==> config.mk <==
export PLATFORM = sky130hd
export DESIGN_NAME = scan_engine
export DESIGN_NICKNAME = d
export VERILOG_FILES = /design/src/rtl/scan_pkg.sv /design/src/rtl/scan_rowptr.sv /design/src/rtl/scan_fetch.sv /design/src/rtl/scan_shift.sv /design/src/rtl/scan_engine.sv
export SDC_FILE = /design/constraint.sdc
export NUM_CORES = 1
export LEC_CHECK = 0
export CORE_MARGIN = 2
export CORE_UTILIZATION = 30
export DETAILED_ROUTE_END_ITERATION = 8
export DONT_BUFFER_PORTS = 1
export HOLD_SLACK_MARGIN = 0.15
export PLACE_DENSITY_LB_ADDON = 0.12
export SLEW_MARGIN = 20
export SYNTH_ARGS = -nofsm -noshare
export SYNTH_HDL_FRONTEND = slang
export SYNTH_HIERARCHICAL = 1
export SYNTH_SLANG_ARGS = --single-unit
export TNS_END_PERCENT = 50
==> constraint.sdc <==
create_clock -name clk_i -period 2.2 [get_ports clk_i]
set_input_delay 0.44 -clock clk_i [delete_from_list [all_inputs] [get_ports clk_i]]
set_output_delay 0.44 -clock clk_i [all_outputs]
set_load 0.02 [all_outputs]
==> src/rtl/scan_pkg.sv <==
package scan_pkg;
  localparam int unsigned WORD_W = 16;
  typedef logic [WORD_W-1:0] word_t;

  // words per line, padding included
  function automatic int unsigned burst_words(int unsigned width_px);
    return ((width_px / 8) + 2) / 2;
  endfunction
endpackage

==> src/rtl/scan_rowptr.sv <==
module scan_rowptr #(
  parameter int unsigned ADDR_W     = 12,
  parameter int unsigned LINE_W     = 10,
  parameter int unsigned STRIDE_W   = 6,
  parameter int unsigned BASE_ADDR  = 16,
  parameter int unsigned VACT_FIRST = 3,
  parameter int unsigned VACT_LINES = 8
) (
  input  logic              clk_i,
  input  logic              rst_ni,
  input  logic              line_start_i,
  input  logic [LINE_W-1:0] line_idx_i,
  output logic              arm_o,
  output logic [ADDR_W-1:0] row_ptr_o
);
  localparam logic [LINE_W-1:0] WIN_LO = LINE_W'(VACT_FIRST);
  localparam logic [LINE_W:0]   WIN_HI = (LINE_W+1)'(VACT_FIRST + VACT_LINES);
  localparam logic [ADDR_W-1:0] BASE   = ADDR_W'(BASE_ADDR);
  localparam logic [ADDR_W-1:0] STEP   = ADDR_W'(STRIDE_W);

  logic in_win, odd_line;
  logic [ADDR_W-1:0] row_q;

  assign in_win   = (line_idx_i >= WIN_LO) && ({1'b0, line_idx_i} < WIN_HI);
  // parity of (line - first active line)
  assign odd_line = line_idx_i[0] ^ WIN_LO[0];
  assign arm_o    = line_start_i & in_win;
  assign row_ptr_o = row_q;

  always_ff @(posedge clk_i or negedge rst_ni) begin
    if (!rst_ni) begin
      row_q <= BASE;
    end else if (line_start_i) begin
      if (!in_win)       row_q <= BASE;
      else if (odd_line) row_q <= row_q + STEP;
    end
  end
endmodule

==> src/rtl/scan_fetch.sv <==
module scan_fetch #(
  parameter int unsigned ADDR_W = 12,
  parameter int unsigned BURST  = 5,
  localparam int unsigned CNT_W = $clog2(BURST + 1)
) (
  input  logic                  clk_i,
  input  logic                  rst_ni,
  input  logic                  flush_i,
  input  logic                  arm_i,
  input  logic [ADDR_W-1:0]     start_addr_i,
  input  logic                  consume_i,
  input  scan_pkg::word_t       rdata_i,
  output logic                  re_o,
  output logic [ADDR_W-1:0]     addr_o,
  output scan_pkg::word_t       buf_o,
  output logic                  buf_valid_o
);
  logic [ADDR_W-1:0] addr_q;
  logic [CNT_W-1:0]  left_q;
  logic              rd_pend_q, buf_valid_q;
  scan_pkg::word_t   buf_q;

  // one word in flight or held at a time; 16 cycles per word hides the read latency
  assign re_o        = (left_q != '0) && !buf_valid_q && !rd_pend_q && !flush_i;
  assign addr_o      = addr_q;
  assign buf_o       = buf_q;
  assign buf_valid_o = buf_valid_q;

  always_ff @(posedge clk_i or negedge rst_ni) begin
    if (!rst_ni) begin
      addr_q      <= '0;
      left_q      <= '0;
      rd_pend_q   <= 1'b0;
      buf_valid_q <= 1'b0;
      buf_q       <= '0;
    end else if (flush_i) begin
      addr_q      <= start_addr_i;
      left_q      <= arm_i ? CNT_W'(BURST) : '0;
      rd_pend_q   <= 1'b0;
      buf_valid_q <= 1'b0;
    end else begin
      rd_pend_q <= re_o;
      if (re_o) begin
        addr_q <= addr_q + ADDR_W'(1);
        left_q <= left_q - CNT_W'(1);
      end
      if (rd_pend_q) begin
        buf_q       <= rdata_i;
        buf_valid_q <= 1'b1;
      end else if (consume_i) begin
        buf_valid_q <= 1'b0;
      end
    end
  end
endmodule

==> src/rtl/scan_shift.sv <==
module scan_shift (
  input  logic            clk_i,
  input  logic            rst_ni,
  input  logic            flush_i,
  input  scan_pkg::word_t buf_i,
  input  logic            buf_valid_i,
  output logic            consume_o,
  output logic            pix_o
);
  localparam int unsigned W     = scan_pkg::WORD_W;
  localparam int unsigned BIT_W = $clog2(W + 1);

  scan_pkg::word_t  sh_q;
  logic [BIT_W-1:0] bits_q;
  logic             need;

  // reload on the last bit so words join without a gap
  assign need      = (bits_q <= BIT_W'(1));
  assign consume_o = need & buf_valid_i;
  assign pix_o     = (bits_q != '0) & sh_q[0];

  always_ff @(posedge clk_i or negedge rst_ni) begin
    if (!rst_ni) begin
      sh_q   <= '0;
      bits_q <= '0;
    end else if (flush_i) begin
      bits_q <= '0;
    end else if (consume_o) begin
      sh_q   <= buf_i;
      bits_q <= BIT_W'(W);
    end else if (bits_q != '0) begin
      sh_q   <= sh_q >> 1;
      bits_q <= bits_q - BIT_W'(1);
    end
  end
endmodule

==> src/rtl/scan_engine.sv <==
module scan_engine #(
  parameter int unsigned WIDTH_PX   = 64,
  parameter int unsigned STRIDE_W   = 6,
  parameter int unsigned BASE_ADDR  = 16,
  parameter int unsigned ADDR_W     = 12,
  parameter int unsigned LINE_W     = 10,
  parameter int unsigned VACT_FIRST = 3,
  parameter int unsigned VACT_LINES = 8
) (
  input  logic              clk_i,
  input  logic              rst_ni,
  input  logic              line_start_i,
  input  logic [LINE_W-1:0] line_idx_i,
  output logic              mem_re_o,
  output logic [ADDR_W-1:0] mem_addr_o,
  input  logic [15:0]       mem_rdata_i,
  output logic              pix_o
);
  localparam int unsigned BURST = scan_pkg::burst_words(WIDTH_PX);

  logic              arm;
  logic [ADDR_W-1:0] row_ptr;
  logic              consume, buf_valid;
  scan_pkg::word_t   buf_word;

  scan_rowptr #(
    .ADDR_W(ADDR_W), .LINE_W(LINE_W), .STRIDE_W(STRIDE_W),
    .BASE_ADDR(BASE_ADDR), .VACT_FIRST(VACT_FIRST), .VACT_LINES(VACT_LINES)
  ) u_row (
    .clk_i(clk_i), .rst_ni(rst_ni), .line_start_i(line_start_i),
    .line_idx_i(line_idx_i), .arm_o(arm), .row_ptr_o(row_ptr)
  );

  scan_fetch #(.ADDR_W(ADDR_W), .BURST(BURST)) u_fetch (
    .clk_i(clk_i), .rst_ni(rst_ni), .flush_i(line_start_i), .arm_i(arm),
    .start_addr_i(row_ptr), .consume_i(consume), .rdata_i(mem_rdata_i),
    .re_o(mem_re_o), .addr_o(mem_addr_o), .buf_o(buf_word),
    .buf_valid_o(buf_valid)
  );

  scan_shift u_shift (
    .clk_i(clk_i), .rst_ni(rst_ni), .flush_i(line_start_i),
    .buf_i(buf_word), .buf_valid_i(buf_valid),
    .consume_o(consume), .pix_o(pix_o)
  );
endmodule

### Word level (Yosys, flattened, before mapping)

Index checks and enable logic that the tools add are counted.

| word-level totals | value |
|---|---|
| output and inout port bits | 14 |
| bits in registers | 66 |
| word-level logic and storage cells | 52 |
| bits of input ports | 29 |

| cells by class | value |
|---|---|
| order comparisons | 3 |
| equality and inequality tests | 1 |
| multiplexer cells | 16 |
| $add $sub $neg | 4 |
| bitwise logic cells | 4 |
| reduce and logical (&&, ||, !) cells | 16 |

Operators by type and width:

| operator | count |
|---|---|
| $mux W12 | 4 |
| $mux W16 | 2 |
| $mux W5 | 3 |
| $add A12 B1 Y12 const B | 1 |
| $add A12 B3 Y12 const B | 1 |
| $ge A10 B2 Y1 const B | 1 |
| $lt A10 B4 Y1 const B | 1 |
| $mux W3 | 3 |
| $reduce_bool A3 Y1 | 3 |
| $reduce_and A2 Y1 | 3 |
| $le A5 B1 Y1 const B | 1 |
| $reduce_bool A5 Y1 | 1 |
| $sub A5 B1 Y5 const B | 1 |
| $logic_and A1 B1 Y1 | 4 |
| $mux W1 | 4 |
| $reduce_bool A2 Y1 | 2 |
| $and A1 B1 Y1 | 3 |
| $logic_not A1 Y1 | 3 |
| $sub A3 B1 Y3 const B | 1 |
| $ne A2 B2 Y1 const B | 1 |
| $not A1 Y1 | 1 |

### Depth between registers and ports, before layout

Gate-level depths: netlist (run 1).

| depth | value |
|---|---|
| depth after elaboration | 6 |
| mapped depth | 9 |
| gate-level depth less buffers | 8 |

### Modules after synthesis

The synthesis (run 1) kept the hierarchy.

Modules (own cells, without submodules):

| module | area each (um^2) | instances | cells each | sequential area each (um^2) |
|---|---|---|---|---|
| scan_fetch | 1521.5 | 1 | 130 | 825.8 |
| scan_shift | 1164.9 | 1 | 83 | 525.5 |
| scan_rowptr | 616.8 | 1 | 66 | 276.5 |

### Least setup slack after synthesis (run 1)

OpenSTA, ideal clock, no wires.

| timing | value |
|---|---|
| path kind | register -> output |
| from | register u_fetch.left_q[0] |
| to | output mem_re_o |
| slack | 0.203 ns |
| arrival | 1.557 ns |
| cell stages (with the launch flop) | 7 |
| buffers on the path | 1 |
| required time | 1.760 ns |
| cells stage by stage | dfrtp_1 -> inv_1 -> ha_1 -> ha_1 -> or3_1 -> buf_6 -> nor2_1 |

| on the way | value |
|---|---|
| cells in the longest elaborated chain, start to end | 4 |

Ends and longest elaborated chain:

| element | RTL line | RTL |
|---|---|---|
| start: declaration | scan_fetch.sv:19 | `logic [CNT_W-1:0] left_q;` |
| start signal: assignment | scan_fetch.sv:38 | `left_q <= arm_i ? CNT_W'(BURST) : '0;` |
| start signal: assignment | scan_fetch.sv:45 | `left_q <= left_q - CNT_W'(1);` |
| $reduce_bool A3 Y1 | scan_fetch.sv:24 | `assign re_o = (left_q != '0) && !buf_valid_q && !rd_pend_q && !flush_i;` |
| $logic_and A1 B1 Y1 (3 in a row) | scan_fetch.sv:24 |  |
| end: declaration | scan_engine.sv:14 | `output logic mem_re_o,` |

Every way passes these cells.

### Worst setup path after layout (run 1)

| timing | value |
|---|---|
| from | register u_fetch.left_q[1] |
| to | output mem_re_o |

The elaborated chain is that of the path after synthesis.

==> reports/results.ini, run 1 <==
[detailed_routing]
avgRoutedWirePerCell_um = 15.3
route.detailed.drc = 0
top_layer_used = met4
dr_wl_met3_um = 412
vias = 2061
routed_wl_mm = 6.73
wl_met2_mm = 3.25
drt-met1-wl_mm = 3.00
drt_iter0_drc = 78
ant_nets = 0
detail_route.vias_per_cell = 4.69
first_pass_iters = 5

[finish]
seqCellArea_um2 = 1630
diodes = 0
area_growth_pct = 14.3
drive_gt1_share_pct = 32.4
fillers = 1070
multi_input_area_um2 = 1600
nets = 330
final_area_um2 = 3780

[yosys]
syn_inst = 279
synth_edf_count = 0
synth_warnings = 6
yosysTopAreaCell = dfrtp_1
synth_nets = 315
synth_top_area_share_pct = 48.5
ys_ff_latch = 65
synthArstFlopShare_pct = 100
synthFlopType = dfrtp_1
synth-seq-area-share_pct = 49.3
synth_common_cells = dfrtp_1, mux2_2, nand2_1, nor2_1, inv_1
synth_area_leaders = dfrtp_1, mux2_2, mux2_4
netlist_area_um2 = 3300
synth_cell_types = 46
synth_most_common_cell = dfrtp_1
syn_area_per_cell_um2 = 11.8

[critical_path]
worstPathCellList = inv_2, ha_4, ha_4, or3_4, nor2_4, buf_6
r2r_setup_slack_ps = 110
critical_path_arrival_ps = 1700
crit_path_frequent_cell = ha_4
reg2reg_to = u_fetch/addr_o[7]
r2r-start = u_fetch/left_q[1]
rr_worst_depth = 9
critical_path_class = reg -> out
crit_path_max_fanout = 2
crit_path_end = mem_re_o
end_kind = output port
required_ps = 1760
slowest_delay_ps = 400
slowest_stage = or3_4
startpoint_type = register
cp-startpoint = u_fetch/left_q[1]

[outcome]
status = finished clean

[grt]
grtUsageTotal_pct = 12.3
grt_pass1_vias = 2092
grt_max_degree = 66
grt.overflow.total = 0
grt_antenna_before_repair = 0
grt_pass1_wl_mm = 10.9

[min_path]
hold_class = in -> reg

[sta]
setup_slack_ps = 63.4
setup_viol = 0
final_max_slew_viol_count = 0
period_needed_ps = 2140
hold_violations = 0
skew_ps = 12.0
max_freq_mhz = 468
post-route-period-util_pct = 97.1
rsz0062_at_grt = true

[cts]
cts_inserted_buffers = 9
clock-root-buffer = clkbuf_8
insertion_delay_ps = 340
cts_tree = built
clock_path_buffers = 2
path_clk_slew_ps = 80
htree_levels = 3
cts.sinks = 65

[place]
place_congestion = 0.722
portBuffers = 0
place_area_um2 = 3480
dp_slack_ps = 107
hpwlAfterDp_mm = 4.48

[power]
power.total_uw = 4400
cellPowerDensity_nw_per_um2 = 1160
leakagePower_uw = 0.00162
ir_worst_vdd_uv = 369

[die]
start_util_pct = 30.6
ios = 43
die_h_um = 109
dieArea_um2 = 11900
fp.dieW_um = 109
core-area_um2 = 10800
rows = 38

[job]
maxCapViolCount = 0

-- timing repair --
item,in CTS,in global routing
gates resized for setup,3,7
setup buffers,1,0
endpoints found under the setup margin,1,4
hold buffers,3,1
pin swaps,1,2
hold endpoints to repair,67,1
-- cell type report --
| type | count | share of cell area (%) |
|---|---|---|
| sequential | 65 | 43.1 |
| multi-input combinational | 190 | 42.3 |
| tap | 140 | 4.64 |
| timing repair buffer | 14 | 3.61 |
| clock buffer | 11 | 3.48 |
| clock inverter | 5 | 1.49 |
| inverter | 14 | 1.39 |
-- flip-flops by register name, indices dropped and copies added (netlist names) --
name / count
u_fetch/left_q: 3
u_fetch/addr_o: 12
u_shift/bits_q: 5
u_fetch/buf_valid_o: 1
u_fetch/rd_pend_q: 1
u_row/row_ptr_o: 11
u_shift/sh_q: 16
u_fetch/buf_o: 16
-- cells in the final DEF (no fill, tap or decap), types with 10 or more instances in the layout --
cell type | synthesis | layout
xor2_1 | 10 | 10
nor2_1 | 20 | 19
dfrtp_1 | 64 | 64
nand2_1 | 20 | 20
xnor2_1 | 10 | 10
mux2_2 | 36 | 36
mux2_4 | 12 | 12
inv_1 | 14 | 12
-- report_power, final --
group	internal [uW]	total [uW]	switching, uW	leakage, uW
Clock	522	987	464	0.0000933
Combinational	914	1640	721	0.000679
Sequential	1550	1780	225	0.000846
Total	2990	4400	1410	0.00162
-- layer usage --
metal	track usage (%)	vias to the layer above
met1	14.7	994
met3	5.20	6
met5	0	-
met2	19.8	52
li1	-	1009
met4	4.76	0
-- worst max-delay path, delay by kind of cell, from the launching register on --
family                   cells  cell delay, ps
AND/OR/NAND/NOR              2             520
flip-flops                   1             360
adder cells (fa/ha/maj)      2             300
buffers and inverters        2             170
-- kinds of logic (layout without fill, tap and decap cells) --
logic type,count (synthesis),after routing,share of synthesized area [%]
compound gates,32,32,6.89
xor+xnor,20,20,5.30
fa+ha+maj,7,7,2.65
buf+inv,24,44,3.52
flops,65,65,49.3
mux,49,49,18.0
other cells,1,1,0.114
simple gates,81,81,14.2
-- worst min-delay path by stage --
stage / start / cells past startpoint / slack, ps / to
2_1_floorplan: rst_ni / 0 / 140 / u_fetch/addr_o[0]
3_3_place_gp: rst_ni / 0 / 150 / u_fetch/buf_o[3]
3_5_place_dp: rst_ni / 0 / 150 / u_shift/sh_q[4]
4_1_cts: line_start_i / 1 / 150 / u_shift/bits_q[0]
5_1_grt: line_start_i / 1 / 160 / u_fetch/addr_o[5]
6_report: line_start_i / 1 / 180 / u_fetch/addr_o[5]
-- metrics by stage --
| stage | cells | hold slack, ps | setup TNS (ps) | util (%) |
|---|---|---|---|---|
| 2_1_floorplan | 279 | 144 | 0 | - |
| 3_3_place_gp | 418 | 147 | 0 | 32.3 |
| 3_5_place_dp | 418 | 148 | 0 | 32.3 |
| 4_1_cts | 438 | 152 | 0 | 34.6 |
| 5_1_grt | 439 | 164 | -14.4 | 35.0 |
| 6_report | 439 | 180 | 0 | 35.0 |
(Power assumes the default switching activity.)
==> run 2: changes to the inputs <==
--- a/config.mk
+++ b/config.mk
@@ -6,7 +6,7 @@
 export NUM_CORES = 1
 export LEC_CHECK = 0
 export CORE_MARGIN = 2
-export CORE_UTILIZATION = 30
+export CORE_UTILIZATION = 35
 export DETAILED_ROUTE_END_ITERATION = 8
 export DONT_BUFFER_PORTS = 1
 export HOLD_SLACK_MARGIN = 0.15
==> run 2 against run 1 <==
Compared with the run above: sequential share of layout area increased by 0.48 points; worst setup slack worse by 14 ps; non-clock buffer count decreased by 3; hold slack worse by 1.1 ps; via count fell by 0.87%; die area decreased by 14%; flip-flop and latch count unchanged; sequential power hardly changed; global-route usage is 1.2 points higher; power up 0.58%; largest power group unchanged; critical endpoint unchanged.
==> reports/results.ini, run 2 (synthesized netlist as in run 1, its figures left out) <==
[outcome]
status = finished clean  ; unchanged

[critical_path]
startpoint_type = register  ; unchanged
rr_worst_depth = 8  ; was 9
critical_path_class = reg -> out  ; unchanged
critical_path_arrival_ps = 1710  ; was 1700 ps
cp-startpoint = u_fetch/left_q[1]  ; unchanged
required_ps = 1760  ; about the same
crit_path_max_fanout = 2  ; unchanged
r2r-start = u_fetch/left_q[1]  ; unchanged
end_kind = output port  ; unchanged

[detailed_routing]
vias = 2043  ; was 2061
routed_wl_mm = 6.43  ; was 6.73 mm
avgRoutedWirePerCell_um = 15.8  ; was 15.3 um
route.detailed.drc = 0  ; unchanged
drt_iter0_drc = 62  ; was 78
detail_route.vias_per_cell = 5.02  ; was 4.69
ant_nets = 0  ; unchanged
first_pass_iters = 4  ; was 5

[min_path]
hold_class = in -> reg  ; unchanged
hold_depth = 1  ; unchanged
min_from = line_start_i  ; unchanged

[finish]
seqCellArea_um2 = 1630  ; unchanged
multi_input_area_um2 = 1600  ; about the same
diodes = 0  ; unchanged
nets = 327  ; was 330
drive_gt1_share_pct = 32.1  ; was 32.4%
final_common_cell = dfrtp_1  ; unchanged
final_cell_mix = dfrtp_1, mux2_2, nand2_1, nor2_1, inv_1  ; was dfrtp_1, mux2_2, nand2_1, nor2_1
area_growth_pct = 13.1  ; was 14.3%
utilization_pct = 40.6  ; was 35.0%
final_area_um2 = 3730  ; was 3780 um^2
fillers = 898  ; was 1070

[place]
place_area_um2 = 3450  ; was 3480 um^2
portBuffers = 0  ; unchanged
hpwlAfterDp_mm = 4.14  ; was 4.48 mm
place_congestion = 0.721  ; was 0.722

[power]
ir_worst_vdd_uv = 314  ; was 369 uV
p_comb_share_pct = 37.3  ; was 37.2%
cellPowerDensity_nw_per_um2 = 1180  ; was 1160 nW/um^2
internal_power_uw = 3020  ; was 2990 uW
p_seq_share_pct = 40.6  ; was 40.4%
leakagePower_uw = 0.00163  ; was 0.00162 uW
p_sw_uw = 1410  ; about the same
power.total_uw = 4420  ; was 4400 uW
power_frac_clock_pct = 22.0  ; was 22.4%
p_sw_share_pct = 31.8  ; was 32.1%

[cts]
cts_inserted_buffers = 9  ; unchanged
cts.sinks = 65  ; unchanged
path_clk_slew_ps = 70  ; was 80 ps
clock-root-buffer = clkbuf_8  ; unchanged
clock_path_buffers = 2  ; unchanged
cts_tree = built  ; unchanged
insertion_delay_ps = 330  ; was 340 ps
htree_levels = 3  ; unchanged

[sta]
rsz0062_at_grt = true  ; unchanged
skew_ps = 7.37  ; was 12.0 ps
period_needed_ps = 2150  ; was 2140 ps
final_max_slew_viol_count = 0  ; unchanged
max_freq_mhz = 465  ; was 468 MHz
hold_violations = 0  ; unchanged
holdWs_ps = 179  ; was 180 ps
post-route-period-util_pct = 97.7  ; was 97.1%
setup_viol = 0  ; unchanged

[die]
start_util_pct = 35.9  ; was 30.6%
ios = 43  ; unchanged
rows = 35  ; was 38
die_h_um = 101  ; was 109 um
dieArea_um2 = 10200  ; was 11900 um^2
core-area_um2 = 9200  ; was 10800 um^2
fp.dieW_um = 101  ; was 109 um

[grt]
grtUsageTotal_pct = 13.5  ; was 12.3%
grt.overflow.total = 0  ; unchanged
grt_max_degree = 66  ; unchanged
grt_antenna_before_repair = 0  ; unchanged
grt_pass1_vias = 1994  ; was 2092
grt_pass1_wl_mm = 10.5  ; was 10.9 mm

[job]
maxCapViolCount = 0  ; unchanged

==> run 2: changes by cell type in the layout (fill, tap and decap cells not counted), sizes merged <==
cell         change
clkinv           +2
dlygate4sd3      -2
buf              -1
clkbuf           -1
clkinvlp         -1
==> run 2: what timing repair did <==
action	CTS	global route
setup buffers	0	1
hold endpoints to repair	65	0
pin swaps	1	2
gates resized for setup	1	7
hold buffers	2	0
setup endpoints to repair	1	1
==> run 2: area by class of cell <==
type | count | share of cell area, %
clock buffers | 10 | 3.42
clock inverters | 6 | 1.57
inverters | 14 | 1.41
multi-input cells | 190 | 42.7
flip-flops and latches | 65 | 43.6
well taps | 111 | 3.72
repair buffers | 11 | 3.58
==> run 2: stage by stage <==
stage / worst slack (ps) / setup TNS [ps] / std cells
6_report: 49.8 / 0 / 407
5_1_grt: -27.2 / -27.2 / 407
4_1_cts: 14.7 / 0 / 406
3_5_place_dp: 146 / 0 / 388
3_3_place_gp: 204 / 0 / 388
2_1_floorplan: 203 / 0 / 279
==> run 2: power groups by stage <==
stage	Sequential (uW)	Combinational [uW]	Clock [uW]
2_1_floorplan	1780	1230	0
3_3_place_gp	1820	1490	0
3_5_place_dp	1820	1500	0
4_1_cts	1800	1560	1020
5_1_grt	1850	1810	1080
6_report	1800	1650	975
==> run 2: path summary, 6_finish.rpt <==
kind                                       to  slack, ps
max                                  mem_re_o         50
min                         u_fetch/left_q[1]        180
max reg2reg                 u_fetch/addr_o[9]        130
min reg2reg                  u_shift/sh_q[13]        510
max in group asynchronous  u_row/row_ptr_o[4]       1210
min in group asynchronous   u_fetch/left_q[1]        690
==> run 2: metal layers <==
layer / track usage [%] / vias up / part of all wire [%]
met2: 18.0 / 27 / 44
li1: - / 1005 / -
met5: 0 / - / 0
met3: 4.00 / 8 / 4.1
met4: 5.51 / 0 / 1.4
met1: 20.3 / 1003 / 51
==> run 2: critical path, stage by stage, from the launching register on <==
cell and delay (ps):
dfrtp_1 350, inv_1 50, ha_2 170, ha_4 160, or3_4 410, nor2_4 110
buf_6 120
